**src/rtl/dfs_pkg.sv**
```systemverilog
package dfs_pkg;
  // Counter update chosen by the next-state logic.
  typedef enum logic [1:0] {
    CNT_HOLD = 2'd0,
    CNT_INC  = 2'd1,
    CNT_DEC  = 2'd2,
    CNT_ZERO = 2'd3
  } cnt_op_e;

  localparam int unsigned IRQ_LINES = 2;
  localparam int unsigned IRQ_EOF   = 0;
  localparam int unsigned IRQ_BOF   = 1;
endpackage

```
**src/rtl/dfs_eof_tracker.sv**
```systemverilog
module dfs_eof_tracker
  import dfs_pkg::*;
#(
  parameter int unsigned CNT_W = 4
) (
  input  logic             clk,
  input  logic             rst_n,
  input  logic             chain_mode,
  input  logic             cnt_en,
  input  logic             frame_done,
  input  logic             eof_w1c,
  input  logic             cnt_clr,
  output logic             eof_flag,
  output logic [CNT_W-1:0] frame_cnt
);
  localparam logic [CNT_W-1:0] CNT_ONE = CNT_W'(1);

  logic             flag_q, flag_d;
  logic [CNT_W-1:0] cnt_q, cnt_d;
  cnt_op_e          op;
  logic             upd_en;
  logic             cnt_zero, cnt_full;

  assign cnt_zero = (cnt_q == '0);
  assign cnt_full = (cnt_q == '1);
  assign upd_en   = cnt_clr | chain_mode;

  always_comb begin
    op     = CNT_HOLD;
    flag_d = flag_q;
    if (cnt_clr) begin
      op     = CNT_ZERO;
      flag_d = 1'b0;
    end else if (chain_mode) begin
      if (!cnt_en) begin
        if (frame_done)   flag_d = 1'b1;
        else if (eof_w1c) flag_d = 1'b0;
      end else if (frame_done && eof_w1c && !cnt_zero) begin
        flag_d = 1'b1;
      end else if (frame_done) begin
        flag_d = 1'b1;
        op     = cnt_full ? CNT_ZERO : CNT_INC;
      end else if (eof_w1c && !cnt_zero) begin
        op = CNT_DEC;
        if (cnt_q == CNT_ONE) flag_d = 1'b0;
      end
    end
  end

  always_comb begin
    unique case (op)
      CNT_INC:  cnt_d = cnt_q + CNT_ONE;
      CNT_DEC:  cnt_d = cnt_q - CNT_ONE;
      CNT_ZERO: cnt_d = '0;
      default:  cnt_d = cnt_q;
    endcase
  end

  always_ff @(posedge clk or negedge rst_n) begin
    if (!rst_n) begin
      flag_q <= 1'b0;
      cnt_q  <= '0;
    end else if (upd_en) begin
      flag_q <= flag_d;
      cnt_q  <= cnt_d;
    end
  end

  assign eof_flag  = flag_q;
  assign frame_cnt = cnt_q;
endmodule

```
**src/rtl/dfs_buf_err.sv**
```systemverilog
module dfs_buf_err #(
  parameter int unsigned AW = 16
) (
  input  logic          clk,
  input  logic          rst_n,
  input  logic          chain_mode,
  input  logic          xfer_req,
  input  logic [AW-1:0] cur_desc,
  input  logic [AW-1:0] err_desc,
  input  logic          bof_w1c,
  output logic          bof_flag
);
  logic flag_q, flag_d;
  logic ring_empty;

  assign ring_empty = (cur_desc == err_desc);

  always_comb begin
    flag_d = flag_q;
    if (xfer_req && ring_empty) flag_d = 1'b1;
    else if (bof_w1c)           flag_d = 1'b0;
  end

  always_ff @(posedge clk or negedge rst_n) begin
    if (!rst_n)          flag_q <= 1'b0;
    else if (chain_mode) flag_q <= flag_d;
  end

  assign bof_flag = flag_q;
endmodule

```
**src/rtl/dfs_irq_stage.sv**
```systemverilog
module dfs_irq_stage #(
  parameter int unsigned N = 2
) (
  input  logic         clk,
  input  logic         rst_n,
  input  logic [N-1:0] flag,
  input  logic [N-1:0] en,
  output logic [N-1:0] irq
);
  for (genvar i = 0; i < N; i++) begin : g_line
    logic req_d, req_q;
    assign req_d = flag[i] & en[i];
    always_ff @(posedge clk or negedge rst_n) begin
      if (!rst_n) req_q <= 1'b0;
      else        req_q <= req_d;
    end
    assign irq[i] = req_q;
  end
endmodule

```
**src/rtl/dma_frame_status.sv**
```systemverilog
module dma_frame_status
  import dfs_pkg::*;
#(
  parameter int unsigned CNT_W = 4,
  parameter int unsigned AW    = 16
) (
  input  logic             clk,
  input  logic             rst_n,
  input  logic             chain_mode,
  input  logic             cnt_en,
  input  logic             frame_done,
  input  logic             xfer_req,
  input  logic [AW-1:0]    cur_desc,
  input  logic [AW-1:0]    err_desc,
  input  logic             eof_w1c,
  input  logic             bof_w1c,
  input  logic             cnt_clr,
  input  logic             eof_ie,
  input  logic             bof_ie,
  output logic             eof_flag,
  output logic             bof_flag,
  output logic [CNT_W-1:0] frame_cnt,
  output logic             eof_irq,
  output logic             bof_irq
);
  logic [IRQ_LINES-1:0] flags, enables, irqs;

  dfs_eof_tracker #(.CNT_W(CNT_W)) u_eof (
    .clk        (clk),
    .rst_n      (rst_n),
    .chain_mode (chain_mode),
    .cnt_en     (cnt_en),
    .frame_done (frame_done),
    .eof_w1c    (eof_w1c),
    .cnt_clr    (cnt_clr),
    .eof_flag   (eof_flag),
    .frame_cnt  (frame_cnt)
  );

  dfs_buf_err #(.AW(AW)) u_bof (
    .clk        (clk),
    .rst_n      (rst_n),
    .chain_mode (chain_mode),
    .xfer_req   (xfer_req),
    .cur_desc   (cur_desc),
    .err_desc   (err_desc),
    .bof_w1c    (bof_w1c),
    .bof_flag   (bof_flag)
  );

  assign flags[IRQ_EOF]   = eof_flag;
  assign flags[IRQ_BOF]   = bof_flag;
  assign enables[IRQ_EOF] = eof_ie;
  assign enables[IRQ_BOF] = bof_ie;

  dfs_irq_stage #(.N(IRQ_LINES)) u_irq (
    .clk   (clk),
    .rst_n (rst_n),
    .flag  (flags),
    .en    (enables),
    .irq   (irqs)
  );

  assign eof_irq = irqs[IRQ_EOF];
  assign bof_irq = irqs[IRQ_BOF];
endmodule

```
**config.mk**
```make
export PLATFORM = sky130hd
export DESIGN_NAME = dma_frame_status
export DESIGN_NICKNAME = d
export VERILOG_FILES = /design/src/rtl/dfs_pkg.sv /design/src/rtl/dfs_eof_tracker.sv /design/src/rtl/dfs_buf_err.sv /design/src/rtl/dfs_irq_stage.sv /design/src/rtl/dma_frame_status.sv
export SDC_FILE = /design/constraint.sdc
export NUM_CORES = 1
export LEC_CHECK = 0
export BUFFER_PORTS_ARGS = -buffer_cell sky130_fd_sc_hd__buf_4
export CORE_MARGIN = 3
export CORE_UTILIZATION = 44
export CTS_BUF_LIST = sky130_fd_sc_hd__clkbuf_8
export CTS_CLUSTER_SIZE = 24
export DETAILED_ROUTE_END_ITERATION = 8
export PLACE_DENSITY = 0.82
export SKIP_CTS_REPAIR_TIMING = 1
export SLEW_MARGIN = 20
export SYNTH_ARGS = -nofsm -noshare
export SYNTH_HDL_FRONTEND = slang
export SYNTH_SLANG_ARGS = --single-unit
```
**constraint.sdc**
```tcl
create_clock -name clk -period 1.96 [get_ports clk]
set_input_delay 0.294 -clock clk [delete_from_list [all_inputs] [get_ports clk]]
set_output_delay 0.294 -clock clk [all_outputs]
set_load 0.02 [all_outputs]
```
; ---- Yosys cells after proc, flatten, opt, wreduce, memory -nomap -nowiden
; Index checks and enable logic that the tools add are counted.
[op_classes]
bitwise = 3
mux = 19
eq_ne = 8
n_addsub = 2
n_reduce_logical = 13
[ops]
columns = cell, count
row1 = 16-bit equality test, 1
row2 = 2-bit two-way mux, 7
row3 = 4-bit case mux with 3 select lines, 1
row4 = 1-bit two-way mux, 11
row5 = "5-bit by 1-bit != test with 1-bit output, second input constant", 2
row6 = 5-bit AND reduction, 1
row7 = "4-bit by 1-bit adder with 4-bit output, second input constant", 1
row8 = "2-bit equality test, second input constant", 2
row9 = "4-bit by 1-bit equality test with 1-bit output, second input constant", 1
row10 = "4-bit equality test, second input constant", 1
row11 = 1-bit logical AND, 4
row12 = 4-bit zero test, 1
row13 = 2-bit AND reduction, 2
row14 = 2-bit nonzero test, 2
row15 = 4-bit nonzero test, 1
row16 = "4-bit by 1-bit subtractor with 4-bit output, second input constant", 1
row17 = 3-bit nonzero test, 1
row18 = 1-bit bitwise AND, 2
row19 = "2-bit by 1-bit equality test with 1-bit output, second input constant", 1
row20 = 1-bit zero test, 1
row21 = 1-bit bitwise OR, 1
[word_totals]
output_inout_bits = 8
ff_bits = 8
inputBits = 43

; ---- Longest topological paths before layout
[logic_depth]
word_depth = 12
ltp_mapped = 7
ltp_nobuf = 6

; ---- By module
; From an unflattened synthesis, not the netlist that was laid out.
[hier_totals]
cells_unflattened = 92
area_unflattened_um2 = 805.8
[modules_own_cells]
columns = module, cells_each, instances, area_per_inst_um2, seq_area_each_um2
row1 = dfs_eof_tracker, 60, 1, 515.5, 125.1
row2 = dfs_buf_err, 26, 1, 212.7, 25.0
row3 = dfs_irq_stage, 6, 1, 77.6, 50.0

; ---- Least setup slack after synthesis
; Ideal clock, no wire load.
[synth_path]
kind = reg-to-reg
start = register u_eof.cnt_q[0] (netlist: u_eof.frame_cnt[0])
end = register u_eof.cnt_q[1] (netlist: u_eof.frame_cnt[1])
t_required_ns = 1.832
path_stages_with_launch = 8
path_buffers = 1
setup_slack_ns = 0.051
t_arrival_ns = 1.781
setup_time_ns = 0.128
path_cell_list = dfrtp_1 inv_1 ha_1 or3b_4 buf_6 a221oi_1 a41o_1 a221oi_2
[synth_via]
elab_chain_len = 12
[synth_rtl]
columns = element, line
row1 = from (decl), dfs_eof_tracker.sv:19  ; logic [CNT_W-1:0] cnt_q, cnt_d;
row2 = from (signal assigned), dfs_eof_tracker.sv:65  ; cnt_q <= cnt_d;
row3 = 4-bit zero test, dfs_eof_tracker.sv:24  ; assign cnt_zero = (cnt_q == '0);
row4 = 1-bit zero test, "dfs_eof_tracker.sv:38, dfs_eof_tracker.sv:43"
row5 = 1-bit logical AND, dfs_eof_tracker.sv:43  ; end else if (eof_w1c && !cnt_zero) begin
row6 = 2-bit two-way mux, dfs_eof_tracker.sv:43
row7 = 2-bit two-way mux, dfs_eof_tracker.sv:40  ; end else if (frame_done) begin
row8 = 2-bit two-way mux, dfs_eof_tracker.sv:38  ; end else if (frame_done && eof_w1c && !cnt_zero) begin
row9 = 2-bit two-way mux, dfs_eof_tracker.sv:35  ; if (!cnt_en) begin
row10 = 2-bit two-way mux, dfs_eof_tracker.sv:34  ; end else if (chain_mode) begin
row11 = 2-bit two-way mux, dfs_eof_tracker.sv:31  ; if (cnt_clr) begin
row12 = 2-bit by 1-bit equality test with 1-bit output or 2-bit equality test (tied branches), dfs_eof_tracker.sv:51  ; unique case (op)
row13 = 3-bit nonzero test (no line), -
row14 = 2-bit AND reduction (no line), -
; Several ways; a longest one is shown, not always the timed one.
; A chain may end at the register's enable or synchronous reset.

; ---- Worst setup path after layout
[layout_path]
start = register u_eof.cnt_q[1] (netlist: u_eof.frame_cnt[1])
end = register u_eof.cnt_q[3] (netlist: u_eof.frame_cnt[3])
; The elaborated chain is that of the path after synthesis.

==> summary.md <==
| Metric | Value |
|---|---|
| Syn_nets | 139 |
| Routed vias/inst | ~5.4 |
| Crit end category | register |
| Final setup fails | 0 |
| Die extent in x | 49.6 µm |
| IO Count | 51 |
| Syn avg cell area | 9.08 µm² |
| Flop pwr share | slightly below 30% |
| Global-route wire length before repair | between 3000 and 4000 µm |
| Die height | 49.6 µm |
| Worst hold margin | about 0.27 ns |
| Core Box Area | 0.00176 mm² |
| Largest family of logic cells by synthesized area | compound AO/OA/AOI/OAI gates |
| Clock transition at path regs | 0.04 ns |
| Min-delay worst type | in2reg |
| GRT Overall Usage | 20.7% |
| Post-Synth Simple-Gate Area | approximately a fifth |
| CTS buffer count | 3 |
| Layout area overhead | 50.7% |
| CTS tree | done |
| Share of layout cells above drive strength 1 | 44.4% |
| Die Area | 0.00246 mm² |
| Synth Flop Type | dfrtp_1 |
| Compound-Gate Fraction of Synth Area | between 20% and 30% |
| Unrepaired setup endpoints after global routing | false |
| Synth top area cells | dfrtp_1 (24%), xor2_1 (16%), ha_1 (6.0%) |
| Startpoint Class | register |
| Post-DP HPWL | between 1500 and 2000 µm |
| Utilization after layout | 71.4% |
| Post-Synth XOR/XNOR Area | between 15 and 20% |
| Worst-margin pin slew | 0.337 ns |
| Syn Std Cell Area | between 800 and 900 µm² |
| Register area share after synthesis | 24.0% |
| Nets | between 150 and 200 |
| Adder-Cell Fraction of Synth Area | under 10% |
| Post-synth EDFFs | 0 |
| Net Sw Power | 0.202 mW |
| Gate power share | ~40% |
| Htree depth | 1 |
| I/O Buffers | 50 |
| #FFs+latches synth | 8 |
| Multiplexer share of the synthesized area | 0% |
| Setup TNS | 0 ns |
| PwrDens | 511 mW/mm² |
| Synth area leader | dfrtp_1 |
| Worst IR Drop VDD | 0.370 mV |
| DRC Markers | 0 |
| Antenna violations before repair | 0 |
| Hold Vio Cnt, Final | 0 |
| Req. time, crit path | 2.07 ns |
| YS warnings | 0 |
| Max Slew Vio Count | 0 |
| Final GP Congestion | 0.973 |
| Total routed wirelength | 2450 µm |
| Number of max-cap violations | 0 |
| Number of cell rows | 15 |
| Most frequent cell after synthesis | xor2_1 |
| Leakage power | 0.612 nW |
| Initial drt markers | 18 |
| Async SR Flop Fraction | 100% |
| Yosys top cell area share | approximately a quarter |
| Sw frac | 31.3% |
| Clk sink count | 8 |
| Antenna diodes | 0 |
| Period utilisation layout | 93.4% |
| DR vias | 905 |
| Minimum clock period | 1.83 ns |
| Crit path DAT | 1.94 ns |
| Initial core utilization | 47.4% |
| Vias in the first global route | between 900 and 1000 |
| CTS Root Cell | clkbuf_8 |
| Clock network power share | 30.9% |
| Max Fclk | 546 MHz |
| Global route overflow | 0 |
| Setup CP Type | reg2reg |
| Distinct cells, synth | 44 |
| TritonRoute pass-1 iters | 4 |
| Clk buf depth | 2 |
| Outcome | finished, final reports clean |
| CP Max Fanout | 8 |
| Routed WL per cell | 14.7 µm |
| Worst skew pair latency | 0.23 ns |
| Tot Pwr | ~0.64 mW |
| Largest net degree at the start of global routing | 14 |
| Worst setup margin | 0.129 ns |
| Detail Route Antenna Nets | 0 |
| Clock skew | 0.00434 ns |
| Pint | 0.443 mW |
| Slew HR | between 70% and 80% |
| Most instantiated cells after synthesis | xor2_1 (15), dfrtp_1 (8), nand2_1 (6) |
| Post-Synthesis Cells | 92 |
| Worst slack at placement | around 0.10 ns |
[through the flow]
step,instance area (µm²),instances
detailed placement,1210,163
floorplan,836,92
finish,1260,167
global route,1260,167
CTS,1250,166
global placement,1210,163
[cell usage in the layout, fill, tap and decap left out, drive strengths merged, types with 2 or more instances in the layout]
cell | synthesis | final
nand2 | 6 | 6
buf | 4 | 51
inv | 5 | 5
dfrtp | 8 | 8
clkbuf | 1 | 3
a221oi | 2 | 2
nor2 | 3 | 3
a211oi | 2 | 2
a31oi | 2 | 2
a41o | 2 | 2
nor3 | 3 | 3
ha | 4 | 4
nor4 | 3 | 3
o211ai | 2 | 2
and2 | 3 | 3
xor2 | 15 | 15
a21oi | 4 | 4
and3 | 2 | 2
o21ai | 3 | 3
[worst max-delay path: stages (launching register included)]
cell and delay [ns]:
dfrtp_1 0.42, inv_2 0.11, ha_1 0.19, or3b_4 0.46, a21oi_4 0.19, a2111oi_1 0.10, a211o_1 0.25
[power groups by stage]
stage / logic (mW) / registers, mW / clock network (mW)
6_report: 0.258 / 0.187 / 0.199
5_1_grt: 0.281 / 0.188 / 0.215
4_1_cts: 0.256 / 0.187 / 0.203
3_5_place_dp: 0.254 / 0.189 / 0
3_3_place_gp: 0.245 / 0.188 / 0
2_1_floorplan: 0.145 / 0.197 / 0
[registers in the layout, summed over array words and instances (netlist names)]
register,flops
u_eof.eof_flag,1
u_eof.frame_cnt,4
u_irq.g_line.req_q,2
u_bof.bof_flag,1
[metal layers]
layer | GRT usage [%] | routed length (µm)
met5 | 0 | 0
met4 | 6.91 | 24
met3 | 5.14 | 188
met2 | 36.3 | 1290
met1 | 24.3 | 945
[logic make-up (layout without fill, tap and decap cells)]
| logic type | count (synthesis) | in the layout |
|---|---|---|
| AO/OA/AOI/OAI | 24 | 24 |
| XOR/XNOR | 16 | 16 |
| adder cells (fa/ha/maj) | 4 | 4 |
| flip-flops | 8 | 8 |
| buffers and inverters | 10 | 60 |
| AND/OR/NAND/NOR | 30 | 30 |
[final timing paths]
kind | start | slack [ns] | end | cells past startpoint
max in group asynchronous | rst_n | 1.39 | u_bof.bof_flag$_DFFE_PN0P_ | 2
hold / removal | bof_ie | 0.27 | u_irq.g_line[1].req_q$_DFF_PN0_ | 2
setup reg to reg | u_eof.frame_cnt[1]$_DFFE_PN0P_ | 0.13 | u_eof.frame_cnt[3]$_DFFE_PN0P_ | 6
setup / recovery | u_eof.frame_cnt[1]$_DFFE_PN0P_ | 0.13 | u_eof.frame_cnt[3]$_DFFE_PN0P_ | 6
hold reg to reg | u_bof.bof_flag$_DFFE_PN0P_ | 0.52 | u_bof.bof_flag$_DFFE_PN0P_ | 2
min in group asynchronous | rst_n | 0.43 | u_eof.frame_cnt[1]$_DFFE_PN0P_ | 2
[layout make-up]
| class | count | area (µm²) |
|---|---|---|
| multi-input cells | 74 | 576 |
| fillers | 150 | 504 |
| repair buffers | 52 | 393 |
| flip-flops and latches | 8 | 200 |
| clock buffers | 3 | 41.3 |
| well taps | 25 | 31.3 |
| inverters | 5 | 18.8 |
Power figures use the tool's default switching activity.
